<file path="src/rtl/strapclk_pkg.sv">
package strapclk_pkg;

  localparam int STRAP_W = 4;
  localparam int CODE_W  = 3;

  // Packed so that bit 0 is the bus strap and bits 3:1 are {fs2,fs1,fs0}
  typedef struct packed {
    logic [CODE_W-1:0] fsel;
    logic              bus_sel;
  } strap_t;

  typedef enum logic [1:0] {
    MODE_RUN  = 2'd0,
    MODE_TEST = 2'd1,
    MODE_OFF  = 2'd2
  } mode_e;

  localparam logic [CODE_W-1:0] CODE_TEST = 3'b011;
  localparam logic [CODE_W-1:0] CODE_OFF  = 3'b111;

  function automatic mode_e decode_mode(logic [CODE_W-1:0] fsel);
    if (fsel == CODE_OFF)       return MODE_OFF;
    else if (fsel == CODE_TEST) return MODE_TEST;
    else                        return MODE_RUN;
  endfunction

  // Next count of a modulo-div counter
  function automatic int div_step(int cnt, int div);
    return (cnt >= div - 1) ? 0 : cnt + 1;
  endfunction

  // Output level: high for the last 'high' counts of each period
  function automatic logic div_level(int cnt, int div, int high);
    return (cnt >= div - high);
  endfunction

endpackage

</file>
<file path="src/rtl/strap_capture.sv">
module strap_capture #(
  parameter int SYNC_STAGES = 2,
  parameter int W           = 4
) (
  input  logic         ref_clk,
  input  logic         por_n,
  input  logic [W-1:0] strap_in,
  output logic         rst_done,
  output logic         drive_en,
  output logic [W-1:0] strap_q
);

  logic [SYNC_STAGES-1:0] sync_q;
  logic                   drive_q;
  logic                   sample_evt;

  // Asynchronous assert, synchronous release
  always_ff @(posedge ref_clk or negedge por_n) begin
    if (!por_n) sync_q <= '0;
    else        sync_q <= (sync_q << 1) | SYNC_STAGES'(1);
  end

  assign rst_done   = sync_q[SYNC_STAGES-1];
  assign sample_evt = !rst_done;

  // Register follows the pins until the release edge, then holds
  always_ff @(posedge ref_clk or negedge por_n) begin
    if (!por_n)          strap_q <= '1;
    else if (sample_evt) strap_q <= strap_in;
  end

  // Drivers turn on one edge after the last sample
  always_ff @(posedge ref_clk or negedge por_n) begin
    if (!por_n) drive_q <= 1'b0;
    else        drive_q <= rst_done;
  end

  assign drive_en = drive_q;

  // no change to the strap register once sampling has ended

  latch_hold_chk: assert property (@(posedge ref_clk) disable iff (!por_n)
    rst_done |=> $stable(strap_q));

  // pins are never driven while still being sampled
  drive_after_sample_chk: assert property (@(posedge ref_clk) disable iff (!por_n)
    drive_en |-> rst_done);


  drive_delay_chk: assert property (@(posedge ref_clk) disable iff (!por_n)
    $rose(drive_en) |-> $past(rst_done));

endmodule

</file>
<file path="src/rtl/strap_decode.sv">
module strap_decode
  import strapclk_pkg::*;
(
  input  strap_t            cfg,
  output logic [CODE_W-1:0] cpu_code,
  output logic              bus_sync,
  output mode_e             mode,
  output logic              test_flag,
  output logic              off_flag
);

  always_comb begin
    cpu_code  = cfg.fsel;
    bus_sync  = cfg.bus_sel;
    mode      = decode_mode(cfg.fsel);
    test_flag = (mode == MODE_TEST);
    off_flag  = (mode == MODE_OFF);
  end

endmodule

</file>
<file path="src/rtl/ref_divider.sv">
module ref_divider
  import strapclk_pkg::*;
#(
  parameter int DIV  = 2,
  parameter int HIGH = 1
) (
  input  logic ref_clk,
  input  logic arst_n,
  input  logic run,
  output logic clk_out
);

  localparam int CW = (DIV > 2) ? $clog2(DIV) : 1;

  logic [CW-1:0] cnt;

  always_ff @(posedge ref_clk or negedge arst_n) begin
    if (!arst_n)   cnt <= '0;
    else if (!run) cnt <= '0;
    else           cnt <= CW'(div_step(int'(cnt), DIV));
  end

  assign clk_out = div_level(int'(cnt), DIV, HIGH);


  cnt_range_chk: assert property (@(posedge ref_clk) disable iff (!arst_n)
    int'(cnt) <= DIV - 1);


  cnt_wrap_chk: assert property (@(posedge ref_clk) disable iff (!arst_n)
    (run && $past(run) && cnt == '0) |-> (int'($past(cnt)) == DIV - 1));

endmodule

</file>
<file path="src/rtl/clk_route.sv">
module clk_route
  import strapclk_pkg::*;
(
  input  mode_e mode,
  input  logic  bus_sel,
  input  logic  ref_clk,
  input  logic  div2,
  input  logic  div3,
  input  logic  div4,
  input  logic  pll_cpu,
  input  logic  pll_cpu_div2,
  input  logic  pll_fix32,
  input  logic  pll_fix48,
  input  logic  pll_fix24,
  output logic  cpu_out,
  output logic  bus_out,
  output logic  clk48_out,
  output logic  clk24_out,
  output logic  ref_out
);

  always_comb begin
    ref_out = ref_clk;
    unique case (mode)
      MODE_TEST: begin
        cpu_out   = div2;
        clk48_out = div2;
        clk24_out = div4;
        bus_out   = bus_sel ? div4 : div3;
      end
      MODE_OFF: begin
        cpu_out   = 1'b0;
        clk48_out = 1'b0;
        clk24_out = 1'b0;
        bus_out   = 1'b0;
      end
      default: begin
        cpu_out   = pll_cpu;
        clk48_out = pll_fix48;
        clk24_out = pll_fix24;
        bus_out   = bus_sel ? pll_cpu_div2 : pll_fix32;
      end
    endcase
  end

endmodule

</file>
<file path="src/rtl/strap_clk_ctrl.sv">
module strap_clk_ctrl
  import strapclk_pkg::*;
#(
  parameter int SYNC_STAGES = 2
) (
  input  logic               ref_clk,
  input  logic               por_n,
  input  logic [STRAP_W-1:0] strap_in,
  input  logic               pll_cpu,
  input  logic               pll_cpu_div2,
  input  logic               pll_fix32,
  input  logic               pll_fix48,
  input  logic               pll_fix24,
  output logic               out_en,
  output logic               cpu_out,
  output logic               bus_out,
  output logic               clk48_out,
  output logic               clk24_out,
  output logic               ref_out,
  output logic [CODE_W-1:0]  cfg_cpu_code,
  output logic               cfg_bus_sync,
  output logic               cfg_test,
  output logic               cfg_tristate
);

  localparam int NDIV = 3;
  localparam int DIV_RATIO [NDIV] = '{2, 4, 3};
  localparam int DIV_HIGH  [NDIV] = '{1, 2, 2};

  logic               rst_done;
  logic               drive_en;
  logic [STRAP_W-1:0] strap_q;
  strap_t             cfg;
  mode_e              mode;
  logic [NDIV-1:0]    div_clk;

  strap_capture #(.SYNC_STAGES(SYNC_STAGES), .W(STRAP_W)) u_cap (
    .ref_clk  (ref_clk),
    .por_n    (por_n),
    .strap_in (strap_in),
    .rst_done (rst_done),
    .drive_en (drive_en),
    .strap_q  (strap_q)
  );

  assign cfg = strap_t'(strap_q);

  strap_decode u_dec (
    .cfg       (cfg),
    .cpu_code  (cfg_cpu_code),
    .bus_sync  (cfg_bus_sync),
    .mode      (mode),
    .test_flag (cfg_test),
    .off_flag  (cfg_tristate)
  );

  for (genvar g = 0; g < NDIV; g++) begin : g_div
    ref_divider #(.DIV(DIV_RATIO[g]), .HIGH(DIV_HIGH[g])) u_div (
      .ref_clk (ref_clk),
      .arst_n  (por_n),
      .run     (rst_done),
      .clk_out (div_clk[g])
    );
  end

  clk_route u_route (
    .mode         (mode),
    .bus_sel      (cfg.bus_sel),
    .ref_clk      (ref_clk),
    .div2         (div_clk[0]),
    .div3         (div_clk[2]),
    .div4         (div_clk[1]),
    .pll_cpu      (pll_cpu),
    .pll_cpu_div2 (pll_cpu_div2),
    .pll_fix32    (pll_fix32),
    .pll_fix48    (pll_fix48),
    .pll_fix24    (pll_fix24),
    .cpu_out      (cpu_out),
    .bus_out      (bus_out),
    .clk48_out    (clk48_out),
    .clk24_out    (clk24_out),
    .ref_out      (ref_out)
  );

  assign out_en = drive_en && (mode != MODE_OFF);


  tristate_off_chk: assert property (@(posedge ref_clk) disable iff (!por_n)
    cfg_tristate |-> !out_en);


  test_pair_chk: assert property (@(posedge ref_clk) disable iff (!por_n)
    (cfg_test && out_en) |-> (cpu_out == clk48_out));


  no_drive_in_reset_chk: assert property (@(posedge ref_clk) disable iff (!por_n)
    !rst_done |-> !out_en);

endmodule

</file>
<file path="config.mk">
export PLATFORM = sky130hd
export DESIGN_NAME = strap_clk_ctrl
export DESIGN_NICKNAME = d
export VERILOG_FILES = /design/src/rtl/strapclk_pkg.sv /design/src/rtl/strap_capture.sv /design/src/rtl/strap_decode.sv /design/src/rtl/ref_divider.sv /design/src/rtl/clk_route.sv /design/src/rtl/strap_clk_ctrl.sv
export SDC_FILE = /design/constraint.sdc
export NUM_CORES = 1
export LEC_CHECK = 0
export ABC_AREA = 1
export ABC_CLOCK_PERIOD_IN_PS = 4700
export BUFFER_PORTS_ARGS = -buffer_cell sky130_fd_sc_hd__clkbuf_2
export CAP_MARGIN = 20
export CORE_AREA = 10 10 47 49
export DETAILED_ROUTE_END_ITERATION = 16
export DIE_AREA = 0 0 57 59
export GPL_ROUTABILITY_DRIVEN = 0
export PLACE_DENSITY = 0.77
export SYNTH_ARGS = -nofsm -noshare
export SYNTH_HDL_FRONTEND = slang
export SYNTH_HIERARCHICAL = 1
export SYNTH_SLANG_ARGS = --single-unit
export TNS_END_PERCENT = 50
</file>
<file path="constraint.sdc">
create_clock -name ref_clk -period 4.7 [get_ports ref_clk]
set_input_delay 0.47 -clock ref_clk [delete_from_list [all_inputs] [get_ports ref_clk]]
set_output_delay 0.47 -clock ref_clk [all_outputs]
set_load 0.01 [all_outputs]
</file>
==> key figures, run 1 <==
CTS
  – Post-CTS setup buffers: 0
  – Number of H-tree levels: 1
  – Root buf cell: clkbuf_4
  – Clk Latency, worst-skew pair: 0.26 ns
  – Post-CTS Hold Fix Bufs: 0
  – Clk pin slew, worst setup/hold paths: 0.07 ns
  – CTS resizes: 0
  – TritonCTS clock tree: done
  – Number of buffers created by CTS: 3
  – Maximum clock path buffer count: 2

Detailed routing
  – Vias per std cell: 4.30
  – Initial DRC count: 6
  – DR pass1 iterations: 4
  – Final WL: 1.23 mm
  – Drc violations: 0
  – WL per Instance: 10.6 um
  – Post-route ant nets: 0
  – Via Count: 499

Worst setup path
  – R2r endpoint: g_div[1].u_div/cnt[1]
  – Start point of the critical path: ref_clk
  – Crit end category: output port
  – Reg2reg setup slack: 3.83 ns
  – WP data arrival: 2.75 ns
  – Reg2reg start: g_div[1].u_div/cnt[0]
  – Crit Path Class: clk -> out
  – CP max FO: 7
  – Reg2reg path depth: 3
  – Crit start category: clock port
  – Req. time, crit path: 4.23 ns

Pwr
  – Total power: 0.244 mW
  – Peak supply drop: 151 uV
  – P_leak: 0.450 nW
  – Pwr dens: 329 nW/um^2

Floorplanning
  – Std-Cell Rows: 14
  – Ports: 23
  – Initial Utilization: 45.4%
  – Die Wd: 57 um
  – Die area: 3360 um^2
  – Area of the core: 1400 um^2
  – Die height: 59 um

Place
  – DP Worst Slack: 1.78 ns
  – # port buffers: 22
  – Hpwl dp: 1.03 mm

Finish
  – Share of layout cells above drive strength 1: 37.0%
  – Layout Nets: 115
  – Final core occ: 52.9%
  – Ant diodes: 0
  – Sequential standard cell area: 305 um^2
  – P&R area growth vs syn: 16.3%
  – Layout fillers: 140
  – Area occupied by multi-input gates: 215 um^2

Logic synthesis
  – Number of synthesized register bits: 12
  – Post-Syn Nets: 95
  – Cells after Synth: 81
  – Biggest area consumer among synthesized cells: dfrtp_1
  – Yosys warns: 6
  – Mapped Area: 637 um^2
  – Avg Cell Area, Syn: 7.86 um^2
  – Synth area leaders: dfrtp_1 31%, dfstp_2 17%, nand2_1 17%
  – Number of distinct library cells after synthesis: 14
  – Top-area cell type share of the netlist area: 31.4%
  – Sequential share of the synthesized area: 47.9%

STA
  – Final Hold Fails: 0
  – Clock Skew: 0.00358 ns
  – Setup TNS: 0 ns
  – Worst setup margin: 1.48 ns
  – Final setup fails: 0
  – Final Max Tran Viols: 0
  – Unrepaired setup endpoints after global routing: false

Global route
  – Total congestion overflow: 0
  – Global-route wire length before repair: 2.23 mm
  – Number of global-route vias before repair: 532
  – Tot GR Track Use: 8.05%
  – Largest net degree at the start of global routing: 13
  – Initial antenna violation count: 0

Min path
  – Worst Hold Class: in -> async

Outcome
  – Run status: finished clean

Run
  – Max-cap viol count: 0
## kinds of logic (layout without fill, tap and decap cells)
group	count (synthesis)	count (layout)	share of synthesized area, %
AND/OR/NAND/NOR	40	40	25.9
buffers and inverters	24	43	18.3
flip-flops	12	12	47.9
adder cells (fa/ha/maj)	3	3	5.89
other	1	1	0.589
AO/OA/AOI/OAI	1	1	1.38
## critical path, cell delays in order
cell and delay, ns:
clkbuf_4 0.12, clkbuf_4 0.15, clkbuf_2 0.13
## how the worst max path moves through the flow
stage | slack [ns] | end
after global routing | 1.46 | ref_out
after global placement | 1.78 | ref_out
after CTS | 1.47 | ref_out
after floorplan | 1.76 | ref_out
final | 1.48 | ref_out
after detailed placement | 1.78 | ref_out
## power breakdown
| group | switching (mW) | internal (mW) |
|---|---|---|
| combinational | 0.0252 | 0.0185 |
| sequential | 0.00742 | 0.114 |
| clock | 0.0402 | 0.0385 |
## layout by cell type, fill, tap and decap left out, drive strengths merged
master  synthesis  routed
nand2          29      29
clkbuf          0      26
inv            17      17
dfrtp           8       8
nor2            8       8
dfstp           4       4
ha              3       3
nand3           2       2
a21oi           1       1
or2             1       1
conb            1       1
## cell type report
type	instances	share of cell area, %
flip-flops and latches	12	41.2
multi-input cells	45	29.1
repair buffers	21	14.2
inverters	17	8.61
clock buffers	5	4.22
well taps	16	2.70
## state kept, by name, indices dropped and copies added, names as in the netlist
| signal | flops |
|---|---|
| g_div.u_div/cnt | 5 |
| u_cap/strap_q | 4 |
| u_cap/sync_q | 2 |
| u_cap/drive_en | 1 |
## through the flow
stage | std cells | hold slack [ns] | cell area, um^2
3_5_place_dp | 112 | 0.340 | 714
5_1_grt | 116 | 0.0718 | 741
4_1_cts | 116 | 0.0680 | 741
2_1_floorplan | 81 | 0.174 | 637
6_report | 116 | 0.0675 | 741
3_3_place_gp | 112 | 0.333 | 714
## layer usage
layer,track usage (%),routed length (um),vias up
met4,5.03,12,0
li1,-,-,263
met1,8.00,522,212
met5,0,0,-
met2,13.2,542,22
met3,4.08,153,2
## cell usage after synthesis
cell / count
nand2_2: 1
nand3_1: 2
ha_1: 3
or2_1: 1
nor2_2: 3
dfstp_2: 4
buf_4: 7
dfrtp_1: 8
nor2_1: 5
conb_1: 1
nand2_1: 28
a21oi_2: 1
inv_2: 3
inv_1: 14
Power figures use the tool's default switching activity.
==> inputs of run 2 (changes only) <==
--- a/config.mk
+++ b/config.mk
@@ -6,14 +6,14 @@
 export NUM_CORES = 1
 export LEC_CHECK = 0
 export ABC_AREA = 1
-export ABC_CLOCK_PERIOD_IN_PS = 4700
+export ABC_CLOCK_PERIOD_IN_PS = 3320
 export BUFFER_PORTS_ARGS = -buffer_cell sky130_fd_sc_hd__clkbuf_2
 export CAP_MARGIN = 20
-export CORE_AREA = 10 10 47 49
+export CORE_MARGIN = 10
+export CORE_UTILIZATION = 46
 export DETAILED_ROUTE_END_ITERATION = 16
-export DIE_AREA = 0 0 57 59
 export GPL_ROUTABILITY_DRIVEN = 0
-export PLACE_DENSITY = 0.77
+export PLACE_DENSITY = 0.75
 export SYNTH_ARGS = -nofsm -noshare
 export SYNTH_HDL_FRONTEND = slang
 export SYNTH_HIERARCHICAL = 1
==> constraint.sdc (replaced) <==
create_clock -name ref_clk -period 3.32 [get_ports ref_clk]
set_input_delay 0.332 -clock ref_clk [delete_from_list [all_inputs] [get_ports ref_clk]]
set_output_delay 0.332 -clock ref_clk [all_outputs]
set_load 0.01 [all_outputs]
==> run 2 against run 1 <==
Wire length is 2.3% lower. Critical path depth unchanged. Critical endpoint unchanged. First-iteration DRC count did not move. Clock-buffer cell count is the same.
==> key figures, run 2 (synthesis results as in run 1) <==
Outcome
  – Run status: finished clean (unchanged)

Detailed routing
  – Drc violations: 0 (unchanged)
  – Vias per std cell: 4.21 (was 4.30)
  – DR pass1 iterations: 2 (was 4)
  – Initial DRC count: 6 (unchanged)
  – Post-route ant nets: 0 (unchanged)
  – Final WL: 1.20 mm (was 1.23 mm)
  – WL per Instance: 10.4 um (was 10.6 um)
  – Via Count: 488 (was 499)

Pwr
  – Pwr dens: 464 nW/um^2 (was 329 nW/um^2)
  – Peak supply drop: 241 uV (was 151 uV)
  – P_leak: 0.457 nW (was 0.450 nW)

Worst setup path
  – CP Capture Point: ref_out (unchanged)
  – Reg2reg start: g_div[1].u_div/cnt[0] (unchanged)
  – Crit end category: output port (unchanged)
  – Reg2reg setup slack: 2.46 ns (was 3.83 ns)
  – WP data arrival: 2.06 ns (was 2.75 ns)
  – Start point of the critical path: ref_clk (unchanged)
  – Crit path cell chain: clkbuf_4, clkbuf_4, clkbuf_2 (unchanged)
  – Slowest cell delay on critical path: 0.15 ns (about the same)
  – Crit Path Class: clk -> out (unchanged)
  – R2r endpoint: g_div[1].u_div/cnt[1] (unchanged)
  – Top cell by count, worst path: clkbuf_4 (unchanged)
  – CP max FO: 7 (unchanged)
  – CP max-delay cell: clkbuf_4 (unchanged)
  – Req. time, crit path: 2.99 ns (was 4.23 ns)
  – Crit start category: clock port (unchanged)
  – Reg2reg path depth: 3 (unchanged)

Finish
  – Largest register FFs: 5 (unchanged)
  – Biggest registers after layout: g_div.u_div/cnt x5, u_cap/strap_q x4, u_cap/sync_q x2 (unchanged)
  – Final core occ: 57.7% (was 52.9%)
  – Layout Nets: 116 (was 115)
  – Share of layout cells above drive strength 1: 37.6% (was 37.0%)
  – Commonest non-fill, non-tap cells in the layout: 28 x nand2_1, 23 x clkbuf_2, 14 x inv_1 (was 28 x nand2_1, 22 x clkbuf_2, 14 x inv_1)
  – Commonest non-fill, non-tap cell in the layout: nand2_1 (unchanged)
  – P&R area growth vs syn: 17.9% (was 16.3%)
  – Biggest register: g_div.u_div/cnt (unchanged)
  – Ant diodes: 0 (unchanged)

CTS
  – Clk Latency, worst-skew pair: 0.26 ns (about the same)
  – Number of buffers created by CTS: 3 (unchanged)
  – TritonCTS clock tree: done (unchanged)
  – Clk pin slew, worst setup/hold paths: 0.07 ns (about the same)
  – Maximum clock path buffer count: 2 (unchanged)
  – CTS resizes: 0 (unchanged)
  – Root buf cell: clkbuf_4 (unchanged)
  – Number of H-tree levels: 1 (unchanged)

Floorplanning
  – Std-Cell Rows: 13 (was 14)
  – Ports: 23 (unchanged)
  – Initial Utilization: 48.9% (was 45.4%)
  – Die height: 57.2 um (was 59 um)
  – Die area: 3270 um^2 (was 3360 um^2)
  – Die Wd: 57.2 um (was 57 um)
  – Area of the core: 1300 um^2 (was 1400 um^2)

Global route
  – Global-route wire length before repair: 2.01 mm (was 2.23 mm)
  – Initial antenna violation count: 0 (unchanged)
  – Tot GR Track Use: 7.53% (was 8.05%)
  – Number of global-route vias before repair: 469 (was 532)
  – Total congestion overflow: 0 (unchanged)
  – Largest net degree at the start of global routing: 13 (unchanged)

Min path
  – Hold wc startpoint: strap_in[2]
  – Hold path depth: 3
  – Worst Hold Class: in -> reg (was in -> async)

STA
  – Final Hold Fails: 0 (unchanged)
  – Hold Slack: 0.236 ns (was 0.0675 ns)
  – Final Max Tran Viols: 0 (unchanged)
  – Setup TNS: 0 ns (unchanged)
  – Final setup fails: 0 (unchanged)
  – Clock Skew: 0.00314 ns (was 0.00358 ns)
  – Unrepaired setup endpoints after global routing: false (unchanged)

Run
  – Max-cap viol count: 0 (unchanged)

Place
  – Hpwl dp: 976 um (was 1.03 mm)
  – # port buffers: 22 (unchanged)
## run 2: cell types whose count changed in the layout (fill, tap and decap cells not counted)
cell / before / now
clkbuf_2: 22 / 23
dlygate4sd3_1: 0 / 1
clkbuf_1: 1 / 0
## run 2: layer usage
layer | global-route usage [%] | vias to the layer above | part of all wire, %
met1 | 7.52 | 207 | 42
met4 | 4.03 | 0 | 0.83
met3 | 4.65 | 2 | 10
met2 | 11.9 | 13 | 47
li1 | - | 266 | -
met5 | 0 | - | 0
## run 2: worst max-delay path, delay by kind of cell
family                 cells  cell delay [ns]
buffers and inverters      3             0.40
## run 2: cell type report
cell class,count,area [um^2]
Fill cell,125,551
Sequential cell,12,305
Multi-Input combinational cell,45,215
Timing Repair Buffer,22,115
Inverter,17,63.8
Clock buffer,5,32.5
Tap cell,15,18.8
## run 2: worst min path at each step
stage | endpoint | slack, ns
3_3_place_gp | u_cap/sync_q[0] | 0.22
5_1_grt | u_cap/strap_q[0] | 0.24
4_1_cts | u_cap/strap_q[0] | 0.23
2_1_floorplan | g_div[0].u_div/cnt | 0.04
6_report | u_cap/strap_q[2] | 0.24
3_5_place_dp | u_cap/sync_q[1] | 0.23
## run 2: timing repair
action                    in CTS  in global routing
setup buffers                  0                  0
hold endpoints to repair       8                  0
hold buffers                   1                  0
## run 2: through the flow
step	cell area [um^2]	power (mW)	cells	worst slack (ns)
final	751	0.348	116	0.932
after global routing	751	0.374	116	0.892
after CTS	751	0.357	116	0.917
after detailed placement	713	0.256	111	1.23
after global placement	713	0.254	111	1.23
after floorplan	637	0.242	81	1.21
## run 2: power breakdown
| part | internal [mW] | total (mW) | switching, mW |
|---|---|---|---|
| combinational | 0.0269 | 0.0626 | 0.0357 |
| sequential | 0.161 | 0.172 | 0.0103 |
| clock | 0.0573 | 0.114 | 0.0568 |
| total | 0.246 | 0.348 | 0.103 |
